--- src/rtl/exp_timer_pkg.sv ---
package exp_timer_pkg;

  typedef enum logic [2:0] {
    PH_IDLE  = 3'd0,
    PH_OPEN  = 3'd1,
    PH_WSYNC = 3'd2,
    PH_INTEG = 3'd3,
    PH_CLOSE = 3'd4,
    PH_READ  = 3'd5
  } phase_e;

  typedef enum logic [1:0] {
    EXP_OBJECT   = 2'b00,
    EXP_DARK     = 2'b01,
    EXP_BIAS     = 2'b10,
    EXP_BIAS_ALT = 2'b11
  } exp_kind_e;

  // Bias kinds (upper bit set) skip shutter and integration entirely.
  function automatic logic kind_skips_integ(input logic [1:0] kind);
    return kind[1];
  endfunction

  // Only an object exposure moves the shutter.
  function automatic logic kind_opens_shutter(input logic [1:0] kind);
    return kind == EXP_OBJECT;
  endfunction

  // Phases during which the shutter command is held for an object exposure.
  function automatic logic phase_shutter_window(input phase_e ph);
    return (ph == PH_OPEN) || (ph == PH_WSYNC) || (ph == PH_INTEG);
  endfunction

endpackage

--- src/rtl/exp_sync_rx.sv ---
module exp_sync_rx #(
  parameter int STAGES = 2
) (
  input  logic clk,
  input  logic rst_n,
  input  logic sync_in,
  output logic sync_evt
);
  // STAGES retiming flops plus one more for edge detection.
  logic [STAGES:0] sh_q;

  always_ff @(posedge clk or negedge rst_n) begin
    if (!rst_n) sh_q <= '0;
    else        sh_q <= {sh_q[STAGES-1:0], sync_in};
  end

  assign sync_evt = sh_q[STAGES-1] & ~sh_q[STAGES];
endmodule

--- src/rtl/exp_tick_timer.sv ---
module exp_tick_timer #(
  parameter int DIV   = 40000,
  parameter int CNT_W = 32
) (
  input  logic             clk,
  input  logic             rst_n,
  input  logic             load,
  input  logic [CNT_W-1:0] load_val,
  output logic             expired
);
  localparam int PRE_W = (DIV > 1) ? $clog2(DIV) : 1;
  localparam logic [PRE_W-1:0] PRE_LAST = PRE_W'(DIV - 1);

  logic [PRE_W-1:0] pre_q;
  logic [CNT_W-1:0] left_q;
  logic             tick_w;

  assign expired = (left_q == '0);
  assign tick_w  = !expired && (pre_q == PRE_LAST);

  always_ff @(posedge clk or negedge rst_n) begin
    if (!rst_n) begin
      pre_q  <= '0;
      left_q <= '0;
    end else if (load) begin
      pre_q  <= '0;
      left_q <= load_val;
    end else if (!expired) begin
      if (tick_w) begin
        pre_q  <= '0;
        left_q <= left_q - 1'b1;
      end else begin
        pre_q  <= pre_q + 1'b1;
      end
    end
  end
endmodule

--- src/rtl/exp_status_flags.sv ---
module exp_status_flags (
  input  logic clk,
  input  logic rst_n,
  input  logic start_ok,
  input  logic start_busy,
  input  logic clear_err,
  input  logic finish,
  input  logic abort_hit,
  output logic done,
  output logic aborted,
  output logic err_sticky
);
  always_ff @(posedge clk or negedge rst_n) begin
    if (!rst_n) begin
      done       <= 1'b0;
      aborted    <= 1'b0;
      err_sticky <= 1'b0;
    end else begin
      if (start_ok)                    done <= 1'b0;
      else if (finish || abort_hit)    done <= 1'b1;

      if (start_ok)       aborted <= 1'b0;
      else if (abort_hit) aborted <= 1'b1;

      if (start_busy)     err_sticky <= 1'b1;
      else if (clear_err) err_sticky <= 1'b0;
    end
  end
endmodule

--- src/rtl/exposure_timer_ctl.sv ---
module exposure_timer_ctl
  import exp_timer_pkg::*;
#(
  parameter int TICK_DIV    = 40000,
  parameter int INT_W       = 32,
  parameter int SET_W       = 16,
  parameter int SYNC_STAGES = 2
) (
  input  logic             clk,
  input  logic             rst_n,
  input  logic             cfg_master,
  input  logic [1:0]       cfg_kind,
  input  logic [INT_W-1:0] cfg_int_ticks,
  input  logic [SET_W-1:0] cfg_open_ticks,
  input  logic [SET_W-1:0] cfg_close_ticks,
  input  logic             start_cmd,
  input  logic             clear_err,
  input  logic             abort_req,
  input  logic             sync_in,
  output logic             sync_out,
  output logic             shutter_open,
  output logic             readout_go,
  output logic             busy,
  output logic             done,
  output logic             err_sticky,
  output logic             aborted
);
  phase_e           state_q, state_n;
  logic [1:0]       kind_q;
  logic             master_q;
  logic [INT_W-1:0] int_q;
  logic [SET_W-1:0] close_q;
  logic             sync_q;

  // Named events, visible to the checker.
  logic             start_ok, start_busy, abort_hit, finish;
  logic             sync_evt, tmr_expired, tmr_load;
  logic [INT_W-1:0] tmr_val;

  assign start_ok   = start_cmd && (state_q == PH_IDLE);
  assign start_busy = start_cmd && (state_q != PH_IDLE);
  assign abort_hit  = abort_req && (state_q != PH_IDLE);
  assign finish     = (state_q == PH_READ) && !abort_hit;

  exp_sync_rx #(.STAGES(SYNC_STAGES)) sync_rx_i (
    .clk      (clk),
    .rst_n    (rst_n),
    .sync_in  (sync_in),
    .sync_evt (sync_evt)
  );

  // Next phase.
  always_comb begin
    state_n = state_q;
    if (abort_hit) begin
      state_n = PH_IDLE;
    end else begin
      unique case (state_q)
        PH_IDLE:
          if (start_ok)
            state_n = kind_skips_integ(cfg_kind) ? PH_READ : PH_OPEN;
        PH_OPEN:
          if (tmr_expired) state_n = master_q ? PH_INTEG : PH_WSYNC;
        PH_WSYNC:
          if (sync_evt) state_n = PH_INTEG;
        PH_INTEG:
          if (master_q ? tmr_expired : sync_evt) state_n = PH_CLOSE;
        PH_CLOSE:
          if (tmr_expired) state_n = PH_READ;
        PH_READ:
          state_n = PH_IDLE;
        default:
          state_n = PH_IDLE;
      endcase
    end
  end

  // The timer restarts with the length of whichever timed phase is entered.
  assign tmr_load = (state_n != state_q);
  always_comb begin
    unique case (state_n)
      PH_OPEN:  tmr_val = INT_W'(cfg_open_ticks);
      PH_INTEG: tmr_val = int_q;
      PH_CLOSE: tmr_val = INT_W'(close_q);
      default:  tmr_val = '0;
    endcase
  end

  exp_tick_timer #(.DIV(TICK_DIV), .CNT_W(INT_W)) tick_timer_i (
    .clk      (clk),
    .rst_n    (rst_n),
    .load     (tmr_load),
    .load_val (tmr_val),
    .expired  (tmr_expired)
  );

  always_ff @(posedge clk or negedge rst_n) begin
    if (!rst_n) begin
      state_q  <= PH_IDLE;
      kind_q   <= EXP_OBJECT;
      master_q <= 1'b0;
      int_q    <= '0;
      close_q  <= '0;
      sync_q   <= 1'b0;
    end else begin
      state_q <= state_n;
      if (start_ok) begin
        kind_q   <= cfg_kind;
        master_q <= cfg_master;
        int_q    <= cfg_int_ticks;
        close_q  <= cfg_close_ticks;
      end
      sync_q <= master_q && !abort_hit &&
                (((state_q == PH_OPEN)  && (state_n == PH_INTEG)) ||
                 ((state_q == PH_INTEG) && (state_n == PH_CLOSE)));
    end
  end

  exp_status_flags flags_i (
    .clk        (clk),
    .rst_n      (rst_n),
    .start_ok   (start_ok),
    .start_busy (start_busy),
    .clear_err  (clear_err),
    .finish     (finish),
    .abort_hit  (abort_hit),
    .done       (done),
    .aborted    (aborted),
    .err_sticky (err_sticky)
  );

  assign busy         = (state_q != PH_IDLE);
  assign readout_go   = (state_q == PH_READ);
  assign shutter_open = kind_opens_shutter(kind_q) && phase_shutter_window(state_q);
  assign sync_out     = sync_q;
endmodule

--- config.mk ---
export PLATFORM = sky130hd
export DESIGN_NAME = exposure_timer_ctl
export DESIGN_NICKNAME = d
export VERILOG_FILES = /design/src/rtl/exp_timer_pkg.sv /design/src/rtl/exp_sync_rx.sv /design/src/rtl/exp_tick_timer.sv /design/src/rtl/exp_status_flags.sv /design/src/rtl/exposure_timer_ctl.sv
export SDC_FILE = /design/constraint.sdc
export NUM_CORES = 1
export LEC_CHECK = 0
export CORE_UTILIZATION = 50
export DETAILED_ROUTE_END_ITERATION = 10
export PLACE_DENSITY = 0.83
export SYNTH_ARGS = -nofsm -noshare
export SYNTH_HDL_FRONTEND = slang
export SYNTH_SLANG_ARGS = --single-unit
--- constraint.sdc ---
create_clock -name clk -period 2.97 [get_ports clk]
set_input_delay 0.594 -clock clk [delete_from_list [all_inputs] [get_ports clk]]
set_output_delay 0.594 -clock clk [all_outputs]
set_load 0.01 [all_outputs]
Yosys cells after proc, flatten, opt, wreduce, memory -nomap -nowiden
Index checks and enable logic that the tools add are counted.
- register bits after elaboration: 109
- bits of input ports: 73
- output and inout bits: 7
- logic and storage cells: 75
- $add $sub $neg: 2
- equality and inequality tests: 11
- multiplexer cells: 23
- bitwise logic cells: 2
- reduce and logical (&&, ||, !) cells: 25
- operator list (cell ; number):
    $mux 32 ; 3
    $pmux 32 s3 ; 1
    $mux 16 ; 3
    $logic_not 32->1 ; 1
    $sub 32x1->32 const B ; 1
    $mux 3 ; 7
    $add 16x1->16 const B ; 1
    $eq 16x16->1 const B ; 1
    $pmux 3 s5 ; 1
    $logic_and 1x1->1 ; 10
    $eq 3x2->1 const B ; 3
    $eq 3x3->1 const B ; 3
    $mux 1 ; 8
    $reduce_bool 2->1 ; 4
    $eq 3x1->1 const B ; 2
    $logic_or 1x1->1 ; 4
    $logic_not 3->1 ; 1
    $ne 3x3->1 ; 1
    $reduce_bool 3->1 ; 1
    $logic_not 1->1 ; 2
    $logic_not 2->1 ; 1
    $ne 2x1->1 const B ; 1
    $reduce_and 2->1 ; 1
    $and 1x1->1 ; 1
    $not 1->1 ; 1

Depth between registers and ports, before layout
Gate-level depths: netlist of run 1.
- word-level depth: 10
- depth in mapped cells: 10
- depth with buffers taken out: 8

By module
A second synthesis of run 1 with hierarchy kept.
- cells, all modules: 624
- area total of the unflattened synthesis: 5987.0 µm²
- modules (own cells, without submodules) (module ; instances ; cells each ; area each (µm²) ; seq. area each (µm²)):
    exp_tick_timer ; 1 ; 339 ; 2924.1 ; 1201.2
    exposure_timer_ctl ; 1 ; 272 ; 2871.5 ; 1376.3
    exp_status_flags ; 1 ; 9 ; 102.6 ; 75.1
    exp_sync_rx ; 1 ; 4 ; 88.8 ; 75.1

Worst setup path before layout of run 1
OpenSTA, ideal clock, no wires.
- path kind: reg2reg
- from: reg tick_timer_i.left_q[4]
- to: reg tick_timer_i.left_q[11]
- setup time: 140 ps
- data arrival time: 2646 ps
- required time: 2830 ps
- path slack: 185 ps
- stages on the path, launching flop included: 10
- buffers on the path: 2
- period minus slack after synthesis: 2785 ps
- cells stage by stage: dfrtp_1 or4_4 or3_4 nor4_4 buf_6 a31oi_1 o32a_1 buf_2 a21oi_1 a22oi_1
- longest elaborated chain between the ends: 8
- elaborated cells on any way between the ends: 21
- classes of those cells: add/sub (1); eq/ne (5); mux (10); reduce/logical (5)
- ends and longest elaborated chain (element ; line ; RTL):
    start, declared ; exp_tick_timer.sv:15 ; logic [CNT_W-1:0] left_q;
    start signal, assigned ; exp_tick_timer.sv:27 ; left_q <= load_val;
    start signal, assigned ; exp_tick_timer.sv:31 ; left_q <= left_q - 1'b1;
    $logic_not 32->1 ; exp_tick_timer.sv:18 ; assign expired = (left_q == '0);
    $mux 1 ; exposure_timer_ctl.sv:67 ; if (master_q ? tmr_expired : sync_evt) state_n = PH_CLOSE;
    $mux 3 ; exposure_timer_ctl.sv:67 ;
    $pmux 3 s5 ; exposure_timer_ctl.sv:58 ; unique case (state_q)
    $mux 3 ; exposure_timer_ctl.sv:55 ; if (abort_hit) begin
    $eq 3x3->1 (tied with other cells) ; exposure_timer_ctl.sv:81 ; unique case (state_n)
    $pmux 32 s3 (tied with other cells) ; exposure_timer_ctl.sv:81 ;
    $mux 32 / $reduce_and 2->1 (equally long branches) ; n/a ;
Several ways; a longest one is shown, not always the timed one. The select of a mux whose other input is x is not followed.
A chain may end at the register's enable or synchronous reset.

Worst setup path after layout of run 1
- from: reg tick_timer_i.left_q[4]
- to: reg tick_timer_i.left_q[13]
The elaborated chain is that of the path after synthesis.

==> results of run 1 <==
==> critical path, stage by stage, from the launching register on <==
cell and delay (ns):
dfrtp_1 0.40, or4_4 0.56, or3_4 0.40, nor3_2 0.18, nand3_2 0.11, or4_4 0.45
or4_1 0.41, a32oi_1 0.22
==> what timing repair did <==
action	CTS	global route
gates resized for setup	0	4
setup endpoints to repair	0	35
buffers inserted	0	0
==> worst min-delay path by stage <==
stage,start,end,slack (ns),depth (start not counted)
6_report,rst_n,sync_rx_i.sh_q[2],0.18,1
3_5_place_dp,sync_rx_i.sh_q[0],sync_rx_i.sh_q[1],0.35,0
4_1_cts,rst_n,state_q[0],0.18,1
2_1_floorplan,rst_n,close_q[0],0.30,0
5_1_grt,rst_n,state_q[0],0.21,1
3_3_place_gp,sync_rx_i.sh_q[0],sync_rx_i.sh_q[1],0.34,0
==> routing by layer <==
metal  GRT usage [%]  vias up  share of wire (%)
met1            29.5     2400                 43
met5               0        -                  0
met3            5.61       32                5.2
li1                -     2375                  -
met4            9.55        0                2.5
met2            38.3      167                 49
==> area by class of cell <==
class                   count  area [um2]  area share (%)
clock buffers              12         267            3.59
clock inverters             3        43.8           0.590
inverters                  10        37.5           0.506
multi-input cells         457        3080            41.4
flip-flops and latches    109        2730            36.7
well taps                 143         179            2.41
repair buffers            108        1090            14.7
==> synth_stat cells, drive strengths merged (3+ instances only) <==
library cell	instances
dfrtp	109
o21ai	71
mux2	51
a21oi	49
nand2	47
nor2	34
nand3	30
clkbuf	20
nand2b	20
xnor2	20
nor3	19
nor4	19
xor2	17
buf	14
a22oi	13
inv	10
nand4	8
and3	6
or3	5
or4	5
a211oi	3
a311oi	3
ha	3
mux2i	3
nand3b	3
nand4b	3
==> state kept, by name, summed over array words and instances, names as in the netlist <==
register	cells
close_q	16
flags_i.aborted	1
flags_i.done	1
flags_i.err_sticky	1
int_q	32
kind_q	2
master_q	1
state_q	3
sync_out	1
sync_rx_i.sh_q	3
tick_timer_i.left_q	32
tick_timer_i.pre_q	16
==> where the power goes <==
group / switching [mW] / total, mW / internal [mW]
Combinational: 1.28 / 2.61 / 1.33
Clock: 0.527 / 1.24 / 0.718
Sequential: 0.408 / 2.44 / 2.03
Total: 2.22 / 6.29 / 4.08
==> cell families after synthesis <==
group / Yosys count / synth area share [%]
XOR/XNOR: 37 / 5.42
multiplexers: 54 / 10.2
flip-flops: 109 / 45.6
buffers and inverters: 44 / 3.51
AO/OA/AOI/OAI: 155 / 15.7
AND/OR/NAND/NOR: 208 / 19.0
adder cells (fa/ha/maj): 3 / 0.627
==> impl_results.md, run 1 <==
* Clock Tree Root: clkbuf_16
* Diode count at 0
* Non-Filler Instances at about 840
* Worst r2r dst: tick_timer_i.left_q[13]
* Min Tclk post-route at 2.82 ns
* Yosys cell types at 57
* Post-synthesis cell count at 610
* Setup ws final at approximately 0.15 ns
* Die height at 111 um
* WHS at 0.178 ns
* CP Capture Type: register
* Num rows at 39
* H-Tree Depth at 3
* Chip width at 111 um
* Final count of negative-setup-slack endpoints at 0
* Clk slew on worst S/H paths at 0.07 ns
* Synth Flop Type: dfrtp_1
* CP required at between 3 and 4 ns
* Largest net degree at the start of global routing at 78
* Final hold viol count at 0
* Ports at 80
* Critical path type: reg2reg
* CTS Sinks at between 100 and 150
* Crit Path Max Fanout at 4
* RR Startpoint: tick_timer_i.left_q[4]
* Nets at 771
* Routed WL per cell at 16.2 um
* Post-synthesis sequential element count at between 100 and 150
* Min-Delay Path Class: in2async
* Initial antenna violation count at 0
* Synthesis-to-finish area growth at 24.1%
* Vias per cell at 5.91
* Pre-CTS setup slack at 0.0181 ns
* Top post-synthesis cells by area: dfrtp_1 (46%), mux2_2 (9.6%), o21ai_0 (5.5%)
* Ys async rst share at 100%
* Slew HR at 55.5%
* FILL cells at 914
* Skew final at roughly 0.009 ns
* Mapped Nets at 686
* Die area at 12400 um2
* Share of layout cells above drive strength 1 at 17.2%
* First-pass GRT wire length at about 23000 um
* Arrival time worst endpoint at between 3 and 4 ns
* P_leak at around 3 nW
* R2R setup slack at 0.15 ns
* Reg2Reg Depth at 7
* RSZ-0062 raised after global routing: no
* Post-synthesis sequential area ratio at 45.6%
* Critical Path Source: tick_timer_i.left_q[4]
* Input/output buffers at 79
* CTS tree: done
* CP Launch Type: register
* Mean Syn Cell Area at 9.81 um2
* Critical path endpoint: tick_timer_i.left_q[13]
* Yosys top cell area share at 45.6%
* Global route overflow at 0
* Total number of vias at around 5000
* Violated checks: design-rule violations
* Most frequent cells in the layout: dfrtp_1 (109), clkdlybuf4s50_1 (78), o21ai_0 (66), mux2_2 (51), a21oi_1 (49)
* Max Cap Viol at 0
* Ys Warns at 0
* DRC at 2
* Clk Latency, worst-skew pair at 0.36 ns
* Slew Limit Fails at 0
* RePlAce Congestion at 0.865
* Status: finished with violations
* Commonest non-fill, non-tap cell in the layout: dfrtp_1
* Dpl hpwl at 10000 um
* Placed cell area at 7090 um2
* Power Density at 848 nW/um2
* Final Util at 64.5%
* Area of the mapped netlist at 5980 um2
* Leading area contributor after synthesis: dfrtp_1
* CTS max path bufs at 2
* Vias in the first global route at 4951
* Cts bufs inserted at 9
* Fin crit share at 95.0%
* Worst VDD drop at between 0.6 and 0.7 mV
* Final Power at 6.29 mW
* Post-Place Cells at around 830
* Final WL at 13600 um
* Drt first pass iters at 8
* Core Region at 11500 um2
* TNS Setup at 0 ns
* EDFF count, synth at 0
* All-Layer GR Usage at 23.2%
* Initial core utilization at 52.0%
* Finished Cell Area at 7420 um2
* FMAX at 354 MHz
* Post-CTS Hold Fix Bufs at 0
* DRT iter0 DRCs at roughly 220
* Antenna-violating nets left at 0
* Worst slew pin tran at 0.661 ns
Note: power is estimated with default switching activity, not from simulation.
==> run 2, diff against run 1 <==
Settings changed: CORE_ASPECT_RATIO set to 0.6, CORE_MARGIN set to 5, CORE_UTILIZATION 50 to 40, PLACE_DENSITY 0.83 to 0.7.
==> run 2 against run 1 <==
  * The run now ends clean
  * Routed wire length is 18% higher
  * Via count is 3.4% higher
  * Register-to-register slack worse by 0.12 ns
  * Sequential share of layout area is 1.2 points lower
  * Fmax is 4.1% lower
  * Sequential cell count stayed put
  * Worst hold slack better by 0.092 ns
  * Global-route usage is 5.0 points lower
  * Highest routed layer unchanged
==> impl_results.md, run 2 (synthesized netlist as in run 1, its figures left out) <==
* RR Startpoint: tick_timer_i.left_q[4]
* Synthesis-to-finish area growth at 28.3%
* Status: complete, no violations
* CTS Sinks at 109
* WHS at ~0.27 ns
* Fin crit share at 99.1%
* CTS max path bufs at 2
* P_leak at 3.03 nW
* Clk Latency, worst-skew pair at ~0.36 ns
* Post-Place Cells at approximately 890
* Internal power at 4.11 mW
* Drt first pass iters at 4
* Crit Path Max Fanout at 8
* Final WL at 16000 um
* Num rows at 34
* Ports at 80
* Worst r2r dst: tick_timer_i.left_q[2]
* CTS tree: done
* Vias per cell at 5.61
* Diode count at 0
* Arrival time worst endpoint at 3.22 ns
* RSZ-0062 raised after global routing: yes
* Final Power at 6.61 mW
* R2R setup slack at 0.03 ns
* Final hold viol count at 0
* Non-Filler Instances at about 920
* Largest registers: int_q x32, tick_timer_i.left_q x32
* Chip width at 168 um
* Vias in the first global route at 5128
* Pre-CTS setup slack at -0.0654 ns
* DRT iter0 DRCs at 388
* Global route overflow at 0
* H-Tree Depth at 3
* DRC at 0
* Switching share of total power at 37.7%
* Routed WL per cell at 17.5 um
* Commonest non-fill, non-tap cell in the layout: dfrtp_1
* Clk slew on worst S/H paths at ~0.07 ns
* Total number of vias at 5141
* Worst slew pin tran at 0.736 ns
* First-pass GRT wire length at 26400 um
* Max Cap Viol at 0
* Most frequent cells in the layout: dfrtp_1 (109), clkdlybuf4s50_1 (78), o21ai_0 (66), mux2_2 (51), a21oi_1 (49)
* Share of layout cells above drive strength 1 at 19.5%
* Final count of negative-setup-slack endpoints at 0
* Cts bufs inserted at 9
* P_sw at 2.49 mW
* CP Launch Type: register
* Critical path endpoint: tick_timer_i.left_q[2]
* Slew Limit Fails at 0
* RePlAce Congestion at 0.884
* CP required at 3.25 ns
* Min-Delay Path Class: in2async
* Largest net degree at the start of global routing at between 60 and 70
* Die height at approximately 100 um
* Skew final at 0.0124 ns
* Seq pwr share at 37.8%
* Min Tclk post-route at 2.94 ns
* Power Density at 861 nW/um2
* Dpl hpwl at 11700 um
* Critical path type: reg2reg
* Critical Path Source: tick_timer_i.left_q[4]
* CP Capture Type: register
* Die area at 17600 um2
* Slew HR at a little over 50%
* Setup ws final at 0.0268 ns
* Clock share of power at 18.3%
* Initial core utilization at ~41%
* Comb pwr share at 43.9%
* FMAX at between 300 and 400 MHz
* All-Layer GR Usage at between 10% and 20%
* Initial antenna violation count at 0
* Clock Tree Root: clkbuf_16
* Antenna-violating nets left at 0
* Core Region at approximately 15000 um2
* TNS Setup at 0 ns
* Reg2Reg Depth at 10
* Input/output buffers at 79
* Nets at roughly 800
* Worst VDD drop at 0.387 mV
[run 2: changes by cell type in the layout (fill, tap and decap cells not counted), moves of 2 or more]
cell | previous run | this run
buf_12 | 7 | 9
buf_4 | 23 | 39
clkbuf_8 | 3 | 0
clkinv_8 | 0 | 2
inv_6 | 0 | 3
mux2i_2 | 0 | 2
nor3_1 | 16 | 18
nor3_2 | 3 | 1
nor4_1 | 15 | 13
nor4_2 | 2 | 4
[run 2: cell type report]
class,count,area [um2]
tap,198,248
timing repair buffer,127,1280
inverter,10,37.5
clock buffer,10,229
sequential,109,2730
multi-input combinational,457,3090
fill,1275,6920
clock inverter,6,67.6
[run 2: stage by stage]
stage               utilization, %  cell area, um2
floorplan                        -            5980
global placement              49.8            7270
detailed placement            49.8            7270
CTS                           52.0            7580
global route                  52.6            7670
finish                        52.6            7670
[run 2: power groups by stage]
stage	sequential [mW]	combinational, mW	clock (mW)
2_1_floorplan	2.32	1.93	0
3_3_place_gp	2.49	2.69	0
3_5_place_dp	2.51	2.79	0
4_1_cts	2.49	2.84	1.24
5_1_grt	2.56	3.17	1.31
6_report	2.50	2.90	1.21
[run 2: how the worst min path moves through the flow]
stage,depth (start not counted),to,start
final,1,flags_i.aborted,rst_n
after detailed placement,0,sync_rx_i.sh_q[1],sync_rx_i.sh_q[0]
after global routing,1,flags_i.aborted,rst_n
after floorplan,0,close_q[0],rst_n
after CTS,1,state_q[0],rst_n
after global placement,0,sync_rx_i.sh_q[1],sync_rx_i.sh_q[0]
[run 2: what timing repair did]
item	CTS	global route
hold endpoints to repair	0	0
endpoints found under the setup margin	15	32
gates cloned	0	1
resized for setup	1	4
hold buffers	0	0
buffers inserted	0	6
pin swaps	1	2
[run 2: layer usage]
metal | wire length (um) | share of wire (%) | track usage (%)
met1 | 8210 | 51 | 28.6
met2 | 6860 | 43 | 25.8
met3 | 843 | 5.3 | 4.15
met4 | 131 | 0.82 | 3.24
met5 | 0 | 0 | 0
[run 2: worst max-delay path: stages, from the launching register on]
cell and delay (ns):
dfrtp_1 0.39, or4_4 0.54, or3_4 0.39, nor4_4 0.29
buf_4 0.20, mux2i_2 0.22, nor4b_4 0.21, buf_4 0.20
buf_12 0.14, a21oi_1 0.08, a22oi_1 0.19
